## config.mk

```make
export PLATFORM = sky130hd
export DESIGN_NAME = cfgmem_tap
export DESIGN_NICKNAME = d
export VERILOG_FILES = /design/src/rtl/cfgmem_tap_pkg.sv /design/src/rtl/cfgmem_tap_fsm.sv /design/src/rtl/cfgmem_tap_ir.sv /design/src/rtl/cfgmem_tap_dr.sv /design/src/rtl/cfgmem_tap_reconf.sv /design/src/rtl/cfgmem_tap.sv
export SDC_FILE = /design/constraint.sdc
export NUM_CORES = 1
export LEC_CHECK = 0
export CORE_MARGIN = 1.5
export CORE_UTILIZATION = 45
export CTS_BUF_LIST = sky130_fd_sc_hd__clkbuf_4 sky130_fd_sc_hd__clkbuf_8 sky130_fd_sc_hd__clkbuf_16
export CTS_CLUSTER_SIZE = 40
export DETAILED_ROUTE_END_ITERATION = 6
export DONT_BUFFER_PORTS = 1
export PLACE_DENSITY = 0.69
export SETUP_SLACK_MARGIN = 0.2
export SKIP_LAST_GASP = 1
export SLEW_MARGIN = 20
export SYNTH_ARGS = -nofsm -noshare
export SYNTH_HDL_FRONTEND = slang
export SYNTH_HIERARCHICAL = 1
export SYNTH_SLANG_ARGS = --single-unit
```

## constraint.sdc

```tcl
create_clock -name clk -period 3.3 [get_ports clk]
set_input_delay 0.165 -clock clk [delete_from_list [all_inputs] [get_ports clk]]
set_output_delay 0.165 -clock clk [all_outputs]
set_load 0.005 [all_outputs]
```

## src/rtl/cfgmem_tap_pkg.sv

```systemverilog
package cfgmem_tap_pkg;

  localparam int IR_W = 8;
  localparam int DR_W = 32;

  typedef enum logic [3:0] {
    ST_TLR, ST_RTI,
    ST_SEL_DR, ST_CAP_DR, ST_SH_DR, ST_EX1_DR, ST_PAU_DR, ST_EX2_DR, ST_UPD_DR,
    ST_SEL_IR, ST_CAP_IR, ST_SH_IR, ST_EX1_IR, ST_PAU_IR, ST_EX2_IR, ST_UPD_IR
  } tap_state_e;

  typedef enum logic [1:0] {SRC_BYP, SRC_ID, SRC_UC, SRC_EXT} dr_src_e;

  localparam logic [IR_W-1:0] OP_EXTEST   = 8'h00;
  localparam logic [IR_W-1:0] OP_SAMPLE   = 8'h01;
  localparam logic [IR_W-1:0] OP_RECONF   = 8'hEE;
  localparam logic [IR_W-1:0] OP_CLAMP    = 8'hFA;
  localparam logic [IR_W-1:0] OP_HIGHZ    = 8'hFC;
  localparam logic [IR_W-1:0] OP_USERCODE = 8'hFD;
  localparam logic [IR_W-1:0] OP_IDCODE   = 8'hFE;
  localparam logic [IR_W-1:0] OP_BYPASS   = 8'hFF;

endpackage

```

## src/rtl/cfgmem_tap_fsm.sv

```systemverilog
module cfgmem_tap_fsm
  import cfgmem_tap_pkg::*;
(
  input  logic       clk,
  input  logic       rst_n,
  input  logic       tck_rise,
  input  logic       tms,
  output tap_state_e state
);

  tap_state_e state_q, state_d;

  always_comb begin
    state_d = state_q;
    unique case (state_q)
      ST_TLR:    state_d = tms ? ST_TLR    : ST_RTI;
      ST_RTI:    state_d = tms ? ST_SEL_DR : ST_RTI;
      ST_SEL_DR: state_d = tms ? ST_SEL_IR : ST_CAP_DR;
      ST_CAP_DR: state_d = tms ? ST_EX1_DR : ST_SH_DR;
      ST_SH_DR:  state_d = tms ? ST_EX1_DR : ST_SH_DR;
      ST_EX1_DR: state_d = tms ? ST_UPD_DR : ST_PAU_DR;
      ST_PAU_DR: state_d = tms ? ST_EX2_DR : ST_PAU_DR;
      ST_EX2_DR: state_d = tms ? ST_UPD_DR : ST_SH_DR;
      ST_UPD_DR: state_d = tms ? ST_SEL_DR : ST_RTI;
      ST_SEL_IR: state_d = tms ? ST_TLR    : ST_CAP_IR;
      ST_CAP_IR: state_d = tms ? ST_EX1_IR : ST_SH_IR;
      ST_SH_IR:  state_d = tms ? ST_EX1_IR : ST_SH_IR;
      ST_EX1_IR: state_d = tms ? ST_UPD_IR : ST_PAU_IR;
      ST_PAU_IR: state_d = tms ? ST_EX2_IR : ST_PAU_IR;
      ST_EX2_IR: state_d = tms ? ST_UPD_IR : ST_SH_IR;
      ST_UPD_IR: state_d = tms ? ST_SEL_DR : ST_RTI;
      default:   state_d = ST_TLR;
    endcase
  end

  always_ff @(posedge clk or negedge rst_n) begin
    if (!rst_n) begin
      state_q <= ST_TLR;
    end else if (tck_rise) begin
      state_q <= state_d;
    end
  end

  assign state = state_q;


  tlr_hold_chk: assert property (@(posedge clk) disable iff (!rst_n)
    (tck_rise && tms && state_q == ST_TLR) |=> state_q == ST_TLR);


  idle_stable_chk: assert property (@(posedge clk) disable iff (!rst_n)
    !tck_rise |=> $stable(state_q));

endmodule

```

## src/rtl/cfgmem_tap_ir.sv

```systemverilog
module cfgmem_tap_ir
  import cfgmem_tap_pkg::*;
(
  input  logic             clk,
  input  logic             rst_n,
  input  tap_state_e       state,
  input  logic             tck_rise,
  input  logic             tck_fall,
  input  logic             tdi,
  input  logic             isp_mode,
  input  logic             sec_lock,
  output logic [IR_W-1:0]  ir_cur,
  output logic             ir_so,
  output logic             reconf_go
);

  logic [IR_W-1:0] sr_q, sr_d;
  logic [IR_W-1:0] cur_q, cur_d;
  logic [IR_W-1:0] cap_val;

  assign cap_val = {3'b000, isp_mode, sec_lock, 1'b0, 2'b01};

  always_comb begin
    sr_d = sr_q;
    if (tck_rise) begin
      if (state == ST_CAP_IR) begin
        sr_d = cap_val;
      end else if (state == ST_SH_IR) begin
        sr_d = {tdi, sr_q[IR_W-1:1]};
      end
    end
  end

  always_comb begin
    cur_d = cur_q;
    if (state == ST_TLR) begin
      cur_d = OP_IDCODE;
    end else if (tck_fall && state == ST_UPD_IR) begin
      cur_d = sr_q;
    end
  end

  always_ff @(posedge clk or negedge rst_n) begin
    if (!rst_n) begin
      sr_q  <= '0;
      cur_q <= OP_IDCODE;
    end else begin
      sr_q  <= sr_d;
      cur_q <= cur_d;
    end
  end

  assign ir_cur    = cur_q;
  assign ir_so     = sr_q[0];
  assign reconf_go = tck_fall && (state == ST_UPD_IR) && (sr_q == OP_RECONF);


  ir_capture_chk: assert property (@(posedge clk) disable iff (!rst_n)
    (tck_rise && state == ST_CAP_IR) |=>
      (sr_q[1:0] == 2'b01 && !sr_q[2] && sr_q[7:5] == 3'b000));


  ir_tlr_chk: assert property (@(posedge clk) disable iff (!rst_n)
    (state == ST_TLR) |=> cur_q == OP_IDCODE);


  ir_hold_chk: assert property (@(posedge clk) disable iff (!rst_n)
    (state != ST_TLR && !tck_fall) |=> $stable(cur_q));

endmodule

```

## src/rtl/cfgmem_tap_dr.sv

```systemverilog
module cfgmem_tap_dr
  import cfgmem_tap_pkg::*;
#(
  parameter logic [3:0]  ID_VERSION = 4'h0,
  parameter logic [7:0]  ID_FAMILY  = 8'h50,
  parameter logic [7:0]  ID_PART    = 8'h26,
  parameter logic [10:0] ID_MAKER   = 11'h049
) (
  input  logic             clk,
  input  logic             rst_n,
  input  tap_state_e       state,
  input  logic             tck_rise,
  input  logic             tdi,
  input  logic [IR_W-1:0]  ir_cur,
  input  logic             uc_load,
  input  logic [DR_W-1:0]  uc_value,
  input  logic             ext_so,
  output logic             dr_so,
  output logic             ext_sel,
  output logic             pins_hiz
);

  localparam logic [DR_W-1:0] ID_VALUE = {ID_VERSION, ID_FAMILY, ID_PART, ID_MAKER, 1'b1};

  dr_src_e         src;
  logic [DR_W-1:0] uc_q, uc_d;
  logic [DR_W-1:0] sr_q, sr_d;
  logic            byp_q, byp_d;
  logic            wide_sel;

  always_comb begin
    unique case (ir_cur)
      OP_IDCODE:             src = SRC_ID;
      OP_USERCODE:           src = SRC_UC;
      OP_EXTEST, OP_SAMPLE:  src = SRC_EXT;
      default:               src = SRC_BYP;
    endcase
  end

  assign wide_sel = (src == SRC_ID) || (src == SRC_UC);

  always_comb begin
    uc_d = uc_q;
    if (uc_load) begin
      uc_d = uc_value;
    end
  end

  always_comb begin
    sr_d  = sr_q;
    byp_d = byp_q;
    if (tck_rise) begin
      if (state == ST_CAP_DR) begin
        byp_d = 1'b0;
        if (src == SRC_ID) begin
          sr_d = ID_VALUE;
        end else if (src == SRC_UC) begin
          sr_d = uc_q;
        end
      end else if (state == ST_SH_DR) begin
        byp_d = tdi;
        if (wide_sel) begin
          sr_d = {tdi, sr_q[DR_W-1:1]};
        end
      end
    end
  end

  always_ff @(posedge clk or negedge rst_n) begin
    if (!rst_n) begin
      uc_q  <= '1;
      sr_q  <= '0;
      byp_q <= 1'b0;
    end else begin
      uc_q  <= uc_d;
      sr_q  <= sr_d;
      byp_q <= byp_d;
    end
  end

  always_comb begin
    unique case (src)
      SRC_ID, SRC_UC: dr_so = sr_q[0];
      SRC_EXT:        dr_so = ext_so;
      default:        dr_so = byp_q;
    endcase
  end

  assign ext_sel  = (src == SRC_EXT);
  assign pins_hiz = (ir_cur == OP_HIGHZ);


  id_lsb_chk: assert property (@(posedge clk) disable iff (!rst_n)
    (tck_rise && state == ST_CAP_DR && ir_cur == OP_IDCODE) |=> sr_q[0]);


  byp_capture_chk: assert property (@(posedge clk) disable iff (!rst_n)
    (tck_rise && state == ST_CAP_DR) |=> !byp_q);


  uc_hold_chk: assert property (@(posedge clk) disable iff (!rst_n)
    !uc_load |=> $stable(uc_q));

endmodule

```

## src/rtl/cfgmem_tap_reconf.sv

```systemverilog
module cfgmem_tap_reconf #(
  parameter int CF_CYCLES = 50
) (
  input  logic clk,
  input  logic rst_n,
  input  logic start,
  output logic reconf_low
);

  localparam int CNT_W = $clog2(CF_CYCLES + 1);
  localparam logic [CNT_W-1:0] CNT_LOAD = CNT_W'(CF_CYCLES);

  logic [CNT_W-1:0] cnt_q, cnt_d;
  logic             low_q;
  logic             busy;

  assign busy = (cnt_q != '0);

  always_comb begin
    cnt_d = cnt_q;
    if (busy) begin
      cnt_d = cnt_q - 1'b1;
    end else if (start) begin
      cnt_d = CNT_LOAD;
    end
  end

  always_ff @(posedge clk or negedge rst_n) begin
    if (!rst_n) begin
      cnt_q <= '0;
      low_q <= 1'b0;
    end else begin
      cnt_q <= cnt_d;
      low_q <= (cnt_d != '0);
    end
  end

  assign reconf_low = low_q;


  no_restart_chk: assert property (@(posedge clk) disable iff (!rst_n)
    (busy && start) |=> cnt_q == $past(cnt_q) - 1'b1);


  pulse_src_chk: assert property (@(posedge clk) disable iff (!rst_n)
    $rose(reconf_low) |-> $past(start));


  pulse_end_chk: assert property (@(posedge clk) disable iff (!rst_n)
    $fell(reconf_low) |-> $past(cnt_q) == 1);

endmodule

```

## src/rtl/cfgmem_tap.sv

```systemverilog
module cfgmem_tap
  import cfgmem_tap_pkg::*;
#(
  parameter int          CF_CYCLES  = 50,
  parameter int          SYNC_STG   = 2,
  parameter logic [3:0]  ID_VERSION = 4'h0,
  parameter logic [7:0]  ID_FAMILY  = 8'h50,
  parameter logic [7:0]  ID_PART    = 8'h26,
  parameter logic [10:0] ID_MAKER   = 11'h049
) (
  input  logic        clk,
  input  logic        rst_n,
  input  logic        tck,
  input  logic        tms,
  input  logic        tdi,
  output logic        tdo,
  output logic        tdo_oe,
  input  logic        isp_mode,
  input  logic        sec_lock,
  input  logic        uc_load,
  input  logic [31:0] uc_value,
  input  logic        ext_so,
  output logic        ext_sel,
  output logic        pins_hiz,
  output logic        reconf_low
);

  localparam int TCK_STG = SYNC_STG + 1;

  logic [TCK_STG-1:0]  tck_s;
  logic [SYNC_STG-1:0] tms_s, tdi_s;
  logic                tck_rise, tck_fall;
  logic                tms_v, tdi_v;

  tap_state_e          state;
  logic [IR_W-1:0]     ir_cur;
  logic                ir_so, dr_so, reconf_go;
  logic                tdo_q, tdo_d, oe_q, oe_d;

  // Input synchronisers; TMS/TDI use the same depth as TCK so they stay aligned.
  always_ff @(posedge clk or negedge rst_n) begin
    if (!rst_n) begin
      tck_s <= '0;
      tms_s <= '1;
      tdi_s <= '1;
    end else begin
      tck_s <= {tck_s[TCK_STG-2:0], tck};
      tms_s <= {tms_s[SYNC_STG-2:0], tms};
      tdi_s <= {tdi_s[SYNC_STG-2:0], tdi};
    end
  end

  assign tck_rise = tck_s[SYNC_STG-1] & ~tck_s[SYNC_STG];
  assign tck_fall = ~tck_s[SYNC_STG-1] & tck_s[SYNC_STG];
  assign tms_v    = tms_s[SYNC_STG-1];
  assign tdi_v    = tdi_s[SYNC_STG-1];

  cfgmem_tap_fsm u_fsm (
    .clk      (clk),
    .rst_n    (rst_n),
    .tck_rise (tck_rise),
    .tms      (tms_v),
    .state    (state)
  );

  cfgmem_tap_ir u_ir (
    .clk       (clk),
    .rst_n     (rst_n),
    .state     (state),
    .tck_rise  (tck_rise),
    .tck_fall  (tck_fall),
    .tdi       (tdi_v),
    .isp_mode  (isp_mode),
    .sec_lock  (sec_lock),
    .ir_cur    (ir_cur),
    .ir_so     (ir_so),
    .reconf_go (reconf_go)
  );

  cfgmem_tap_dr #(
    .ID_VERSION (ID_VERSION),
    .ID_FAMILY  (ID_FAMILY),
    .ID_PART    (ID_PART),
    .ID_MAKER   (ID_MAKER)
  ) u_dr (
    .clk      (clk),
    .rst_n    (rst_n),
    .state    (state),
    .tck_rise (tck_rise),
    .tdi      (tdi_v),
    .ir_cur   (ir_cur),
    .uc_load  (uc_load),
    .uc_value (uc_value),
    .ext_so   (ext_so),
    .dr_so    (dr_so),
    .ext_sel  (ext_sel),
    .pins_hiz (pins_hiz)
  );

  cfgmem_tap_reconf #(
    .CF_CYCLES (CF_CYCLES)
  ) u_reconf (
    .clk        (clk),
    .rst_n      (rst_n),
    .start      (reconf_go),
    .reconf_low (reconf_low)
  );

  // TDO path: next value chosen here, registered on the falling TCK edge.
  always_comb begin
    oe_d  = (state == ST_SH_IR) || (state == ST_SH_DR);
    tdo_d = 1'b0;
    if (state == ST_SH_IR) begin
      tdo_d = ir_so;
    end else if (state == ST_SH_DR) begin
      tdo_d = dr_so;
    end
  end

  always_ff @(posedge clk or negedge rst_n) begin
    if (!rst_n) begin
      tdo_q <= 1'b0;
      oe_q  <= 1'b0;
    end else if (tck_fall) begin
      tdo_q <= tdo_d;
      oe_q  <= oe_d;
    end
  end

  assign tdo    = tdo_q;
  assign tdo_oe = oe_q;


  tdo_edge_chk: assert property (@(posedge clk) disable iff (!rst_n)
    !$stable(tdo) |-> $past(tck_fall));


  oe_edge_chk: assert property (@(posedge clk) disable iff (!rst_n)
    !$stable(tdo_oe) |-> $past(tck_fall));


  edge_excl_chk: assert property (@(posedge clk) disable iff (!rst_n)
    !(tck_rise && tck_fall));

endmodule

```

# --- Yosys cells after proc, flatten, opt, wreduce, memory -nomap -nowiden ---
# Cells that the tools add are included.
# Widths: inputs -> output; s select.
classes:
  addsub: 1
  n_eq_ne: 24
  n_mux: 30
  bitwise: 4
  n_reduce_logical: 20
ops:
  columns: ["cell", "count"]
  rows:
  - ["$mux 32", 5]
  - ["$pmux 4 s12", 1]
  - ["$eq 4x4->1 const B", 8]
  - ["$eq 8x8->1 const B", 4]
  - ["$mux 8", 4]
  - ["$eq 4x3->1 const B", 4]
  - ["$mux 4", 4]
  - ["$mux 6", 2]
  - ["$reduce_bool 6->1", 2]
  - ["$eq 4x2->1 const B", 2]
  - ["$eq 8x1->1 const B", 1]
  - ["$logic_not 8->1", 1]
  - ["$reduce_bool 2->1", 4]
  - ["$reduce_or 2->1", 4]
  - ["$mux 1", 7]
  - ["$mux 2", 3]
  - ["$mux 3", 2]
  - ["$pmux 2 s3", 1]
  - ["$sub 6x1->6 const B", 1]
  - ["$eq 2x2->1 const B", 2]
  - ["$eq 4x1->1 const B", 1]
  - ["$logic_not 4->1", 1]
  - ["$reduce_and 2->1", 2]
  - ["$reduce_and 4->1", 1]
  - ["8 further kinds", 12]
word_totals:
  reg_bits: 101
  in_bits: 41
  out_inout_bits: 5

# --- Depth between registers and ports, before layout ---
logic_depth:
  depth_word: 8
  mapped_depth: 9
  depth_no_buf: 9

# --- Cells and area by module ---
# Netlist, hierarchy kept.
modules_own_cells:
  columns: ["module", "n_inst", "cells_each", "area_each_um2", "seq_area_each_um2"]
  rows:
  - ["cfgmem_tap_dr", 1, 248, 3233.1, 1666.6]
  - ["cfgmem_tap_ir", 1, 67, 759.5, 409.1]
  - ["cfgmem_tap_reconf", 1, 42, 425.4, 175.2]
  - ["cfgmem_tap_fsm", 1, 47, 400.4, 100.1]
  - ["cfgmem_tap", 1, 20, 312.8, 230.2]

# --- Worst setup path before layout ---
# Ideal clock, no wire load.
synth_timing:
  path_kind: "reg2reg"
  startpoint: "register u_ir.cur_q[3], in the netlist u_ir/ir_cur[3]"
  endpoint: "register u_dr.sr_q[1]"
  setup_time_ns: 0.126
  t_arrival_ns: 2.266
  t_required_ns: 3.174
  slack_ns: 0.908
  stages_incl_launch_ff: 10
  path_buffers: 2
  cell_sequence: "dfstp_2 nand4_1 or3_1 a21o_1 ha_1 clkbuf_1 clkbuf_1 or2_2 mux2i_1 mux2i_1"
synth_via:
  elab_chain_cells: 7
  word_cells_on_any_way: 14
synth_rtl:
  columns: ["element", "line", "rtl"]
  rows:
  - ["start: declaration", "cfgmem_tap_ir.sv:18", "logic [IR_W-1:0] cur_q, cur_d;"]
  - ["start signal: assignment", "cfgmem_tap_ir.sv:49", "cur_q <= cur_d;"]
  - ["$eq 8x1->1 / $logic_not 8->1 (equally long branches)", "cfgmem_tap_dr.sv:32", "unique case (ir_cur)"]
  - ["$reduce_or 2->1", "cfgmem_tap_dr.sv:32", null]
  - ["$pmux 2 s3 *", "cfgmem_tap_dr.sv:32", null]
  - ["$eq 2x1->1 / $eq 2x2->1 (equally long branches)", "cfgmem_tap_dr.sv:40, cfgmem_tap_dr.sv:55, cfgmem_tap_dr.sv:57", null]
  - ["$logic_or 1x1->1", "cfgmem_tap_dr.sv:40", "assign wide_sel = (src == SRC_ID) || (src == SRC_UC);"]
  - ["$reduce_bool 2->1 (no source line)", null, null]
  - ["$reduce_and 4->1 (no source line)", null, null]
  - ["end signal: assignment", "cfgmem_tap_dr.sv:76", "sr_q <= sr_d;"]
  - ["end: declaration", "cfgmem_tap_dr.sv:27", "logic [DR_W-1:0] sr_q, sr_d;"]
# Every way passes the cells marked *; elsewhere a longest branch is shown, timed or not.
# A chain may end at the register's enable or synchronous reset.

# --- Worst setup path after layout ---
layout_timing:
  startpoint: "register u_ir.cur_q[3], in the netlist u_ir/ir_cur[3]"
  endpoint: "register u_dr.sr_q[28]"
# Same word-level chain as after synthesis.

==> metrics.yaml <==
final_max_slew_viol_count: 0
critPathRequiredTime_ns: 3.53
fraction_of_layout_cells_with_a_size_suffix_above_1: 0.313
final.period_utilization: 0.820
wire_per_inst_um: 15.5
die_h_um: 110
gp_congestion: 0.768
antenna_found_initial: 0
clock.fmax_ghz: 0.370
final_net_count: 533
setup_violating_endpoint_count_in_the_final_report: 0
worst_slew_margin_rel: 0.375
clock_latency_ns: 0.35
postCtsSetupBuffers: 0
floorplan.core_area_mm2: 0.0110
cap_violations: 0
grt_pass1_wl_um: 16700
floorplan.initialDensity: 0.467
finalCriticalPeriod_ns: 2.71
firstDrtPassIters: 4
ys.warnings.count: 6
finalClockSkew_ns: 0.00945
avg_vias_per_cell: 5.29
antenna-diode-count: 0
ys_ff_latch: 101
grt.overflow.total: 0
synth_edf_count: 0
power_per_cell_area_mw_per_mm2: 773
cts_root_buffer: "clkbuf_16"
crit_path_largest_cell_delay_ns: 0.77
hold_class: "primary input to register"
holdWs_ns: 0.0203
setup_tns_ns: 0
floorplan.die_area_mm2: 0.0121
crit_type: "register to register"
ys_async_sr_fraction: 1.00
report.final.hold_viol_count: 0
drtAntennaViolNets: 0
layout.core_utilization: 0.567
rows: 38
rsz0062_at_grt: "false"
synth.cell_area_mm2: 0.00513
timing.critical_path.slowest_stage_cell: "ha_1"
crit_path_frequent_cell: "mux2_2"
clock_tree_from_tritoncts: "yes"
number_of_global_route_vias_before_repair: 3521
cts_sinks: 101
h-tree-depth: 3
grt_usage: 0.180
synth-seq-area-share: 0.503
worst_pin_slew_ns: 0.938
syn-num-nets: 470
areaGrowthSynthToFinish_pct: 21.4
cts-root-to-sink-buffers: 2
critical_path.startpoint_type: "register"
drt-total-wl_um: 9800
post_synth_cell_types: 64
top_level_ports: 46
synth_area_per_cell_um2: 12.1
crit_path_end_kind: "register"
initialDrtViolationCount: 188
cp.buffers_inverters: 1
cts.reportedPaths.clkPinSlew_ns: 0.07
synthFlopType: "dfrtp_1"
cellLeakagePower_nw: 2.61
post_synth_inst_count: 424
io_buffer_count: 0
die_width_um: 110
grt_start_max_net_pins: 102
crit_path_max_delay_family: "adder cells"
numCtsBuffers: 9
post-route-drc-count: 0
place_hpwl_um: 5860
outcome: "finished, final reports clean"
dr_total_vias: 3342
critPathArrivalTime_ns: 2.94
crit_path_cell_trace: "nand4_1 > nor3_1 > mux2_2 > ha_1 > buf_4 > nand2b_1 > mux2i_1 > mux2_2"
crit_path_max_fanout: 25
worst_ir_drop_vdd_mv: 0.673
final cells by class:
type	instances	area (um2)
multi-input combinational	278	2330
clock inverter	6	58.8
inverter	22	82.6
tap	140	175
sequential	101	2580
clock buffer	10	239
timing repair buffer	75	766
fill	902	4750
worst reg2reg max path: cells and delay by family (launching register included):
kind	cells	cell delay [ns]
adder cells (fa/ha/maj)	1	0.77
flip-flops	1	0.54
multiplexers	3	0.53
AND/OR/NAND/NOR	3	0.46
buffers and inverters	1	0.29
power by group:
group / internal, mW / switching, mW
Combinational: 0.931 / 0.981
Sequential: 1.58 / 0.286
Clock: 0.547 / 0.489
layout by cell type, fill, tap and decap left out, drive strengths merged, types with 2 or more instances in the layout:
cell / count
nor3b: 2
xnor2: 2
a31oi: 2
nor4: 2
nor2b: 26
mux2i: 36
ha: 5
o21ai: 15
inv: 23
and4b: 5
clkinv: 5
dfstp: 43
or2: 4
nor4b: 2
and2b: 2
nand4b: 2
mux2: 67
a22oi: 2
o32ai: 2
nand3b: 2
dfrtp: 58
clkbuf: 10
and3: 8
o211ai: 3
a211o: 7
a211oi: 3
nand2: 23
nor3: 5
dlygate4sd3: 68
buf: 7
a21oi: 7
nand4: 4
nor2: 19
nand2b: 7
layer usage:
| layer | global-route usage | share of wire | routed length (um) |
|---|---|---|---|
| met5 | 0 | 0 | 0 |
| met4 | 0.0445 | 0.011 | 104 |
| met2 | 0.311 | 0.50 | 4940 |
| met1 | 0.222 | 0.45 | 4400 |
| met3 | 0.0510 | 0.036 | 348 |
state kept, by name (all words and copies together), names as in the netlist:
name	count
u_dr/sr_q	32
u_dr/uc_q	32
u_ir/ir_cur	8
u_ir/sr_q	8
u_reconf/cnt_q	6
u_fsm/state	4
tck_s	3
tdi_s	2
tms_s	2
tdo	1
tdo_oe	1
u_dr/byp_q	1
u_reconf/reconf_low	1
worst paths after layout:
kind	slack (ns)	cells after the start	to	startpoint
min in group asynchronous	0.42	2	u_reconf/cnt_q[0]$_DFF_PN0_	rst_n
worst max-delay path	0.59	8	u_dr/sr_q[28]$_DFFE_PN0P_	u_ir/ir_cur[3]$_DFFE_PN1P_
worst min-delay path	0.02	2	u_ir/sr_q[4]$_DFFE_PN0P_	isp_mode
worst max register to register	0.59	8	u_dr/sr_q[28]$_DFFE_PN0P_	u_ir/ir_cur[3]$_DFFE_PN1P_
worst min register to register	0.35	0	tck_s[1]$_DFF_PN0_	tck_s[0]$_DFF_PN0_
max in group asynchronous	2.45	2	u_dr/uc_q[14]$_DFFE_PN1P_	rst_n
logic make-up after synthesis:
logic type                 synth area share
and+or+nand+nor                       0.151
muxes                                 0.218
DFF                                   0.503
AOI/OAI and AO/OA                    0.0668
buffers and inverters                0.0436
adders and majority gates            0.0122
xor gates and xnor gates            0.00512
per-stage QoR:
stage	cell area [um2]	worst slack, ns	instances	power [mW]
2_1_floorplan	5130	0.908	424	3.33
3_3_place_gp	5220	0.658	547	3.60
3_5_place_dp	5220	0.554	547	3.66
4_1_cts	6230	0.547	632	4.83
5_1_grt	6230	0.374	632	5.10
6_report	6230	0.594	632	4.82
synth_stat cells, types with 3 or more instances:
cell	instances	area, um2
clkbuf_1	4	15.0
and3_2	7	52.6
nor2_1	18	67.6
ha_1	5	62.6
a211o_1	7	61.3
mux2i_1	36	360
dfstp_2	43	1130
nor2b_1	26	163
buf_6	4	45.0
nand2b_1	6	37.5
dfrtp_1	58	1450
nand2_1	22	82.6
nor3_1	5	25.0
buf_4	4	30.0
or2_2	3	18.8
o21ai_1	6	30.0
buf_1	3	11.3
and4b_1	5	50.1
mux2_2	64	721
a21oi_1	7	35.0
inv_1	22	82.6
buf_2	8	40.0
o21ai_0	8	40.0
nand4_1	4	25.0
repair_timing:
| item | in CTS | in global routing |
|---|---|---|
| endpoints found under the setup margin | 0 | 0 |
| hold endpoints to repair | 136 | 0 |
| resized for setup | 0 | 0 |
| hold buffers | 69 | 0 |
(Power assumes the default switching activity.)
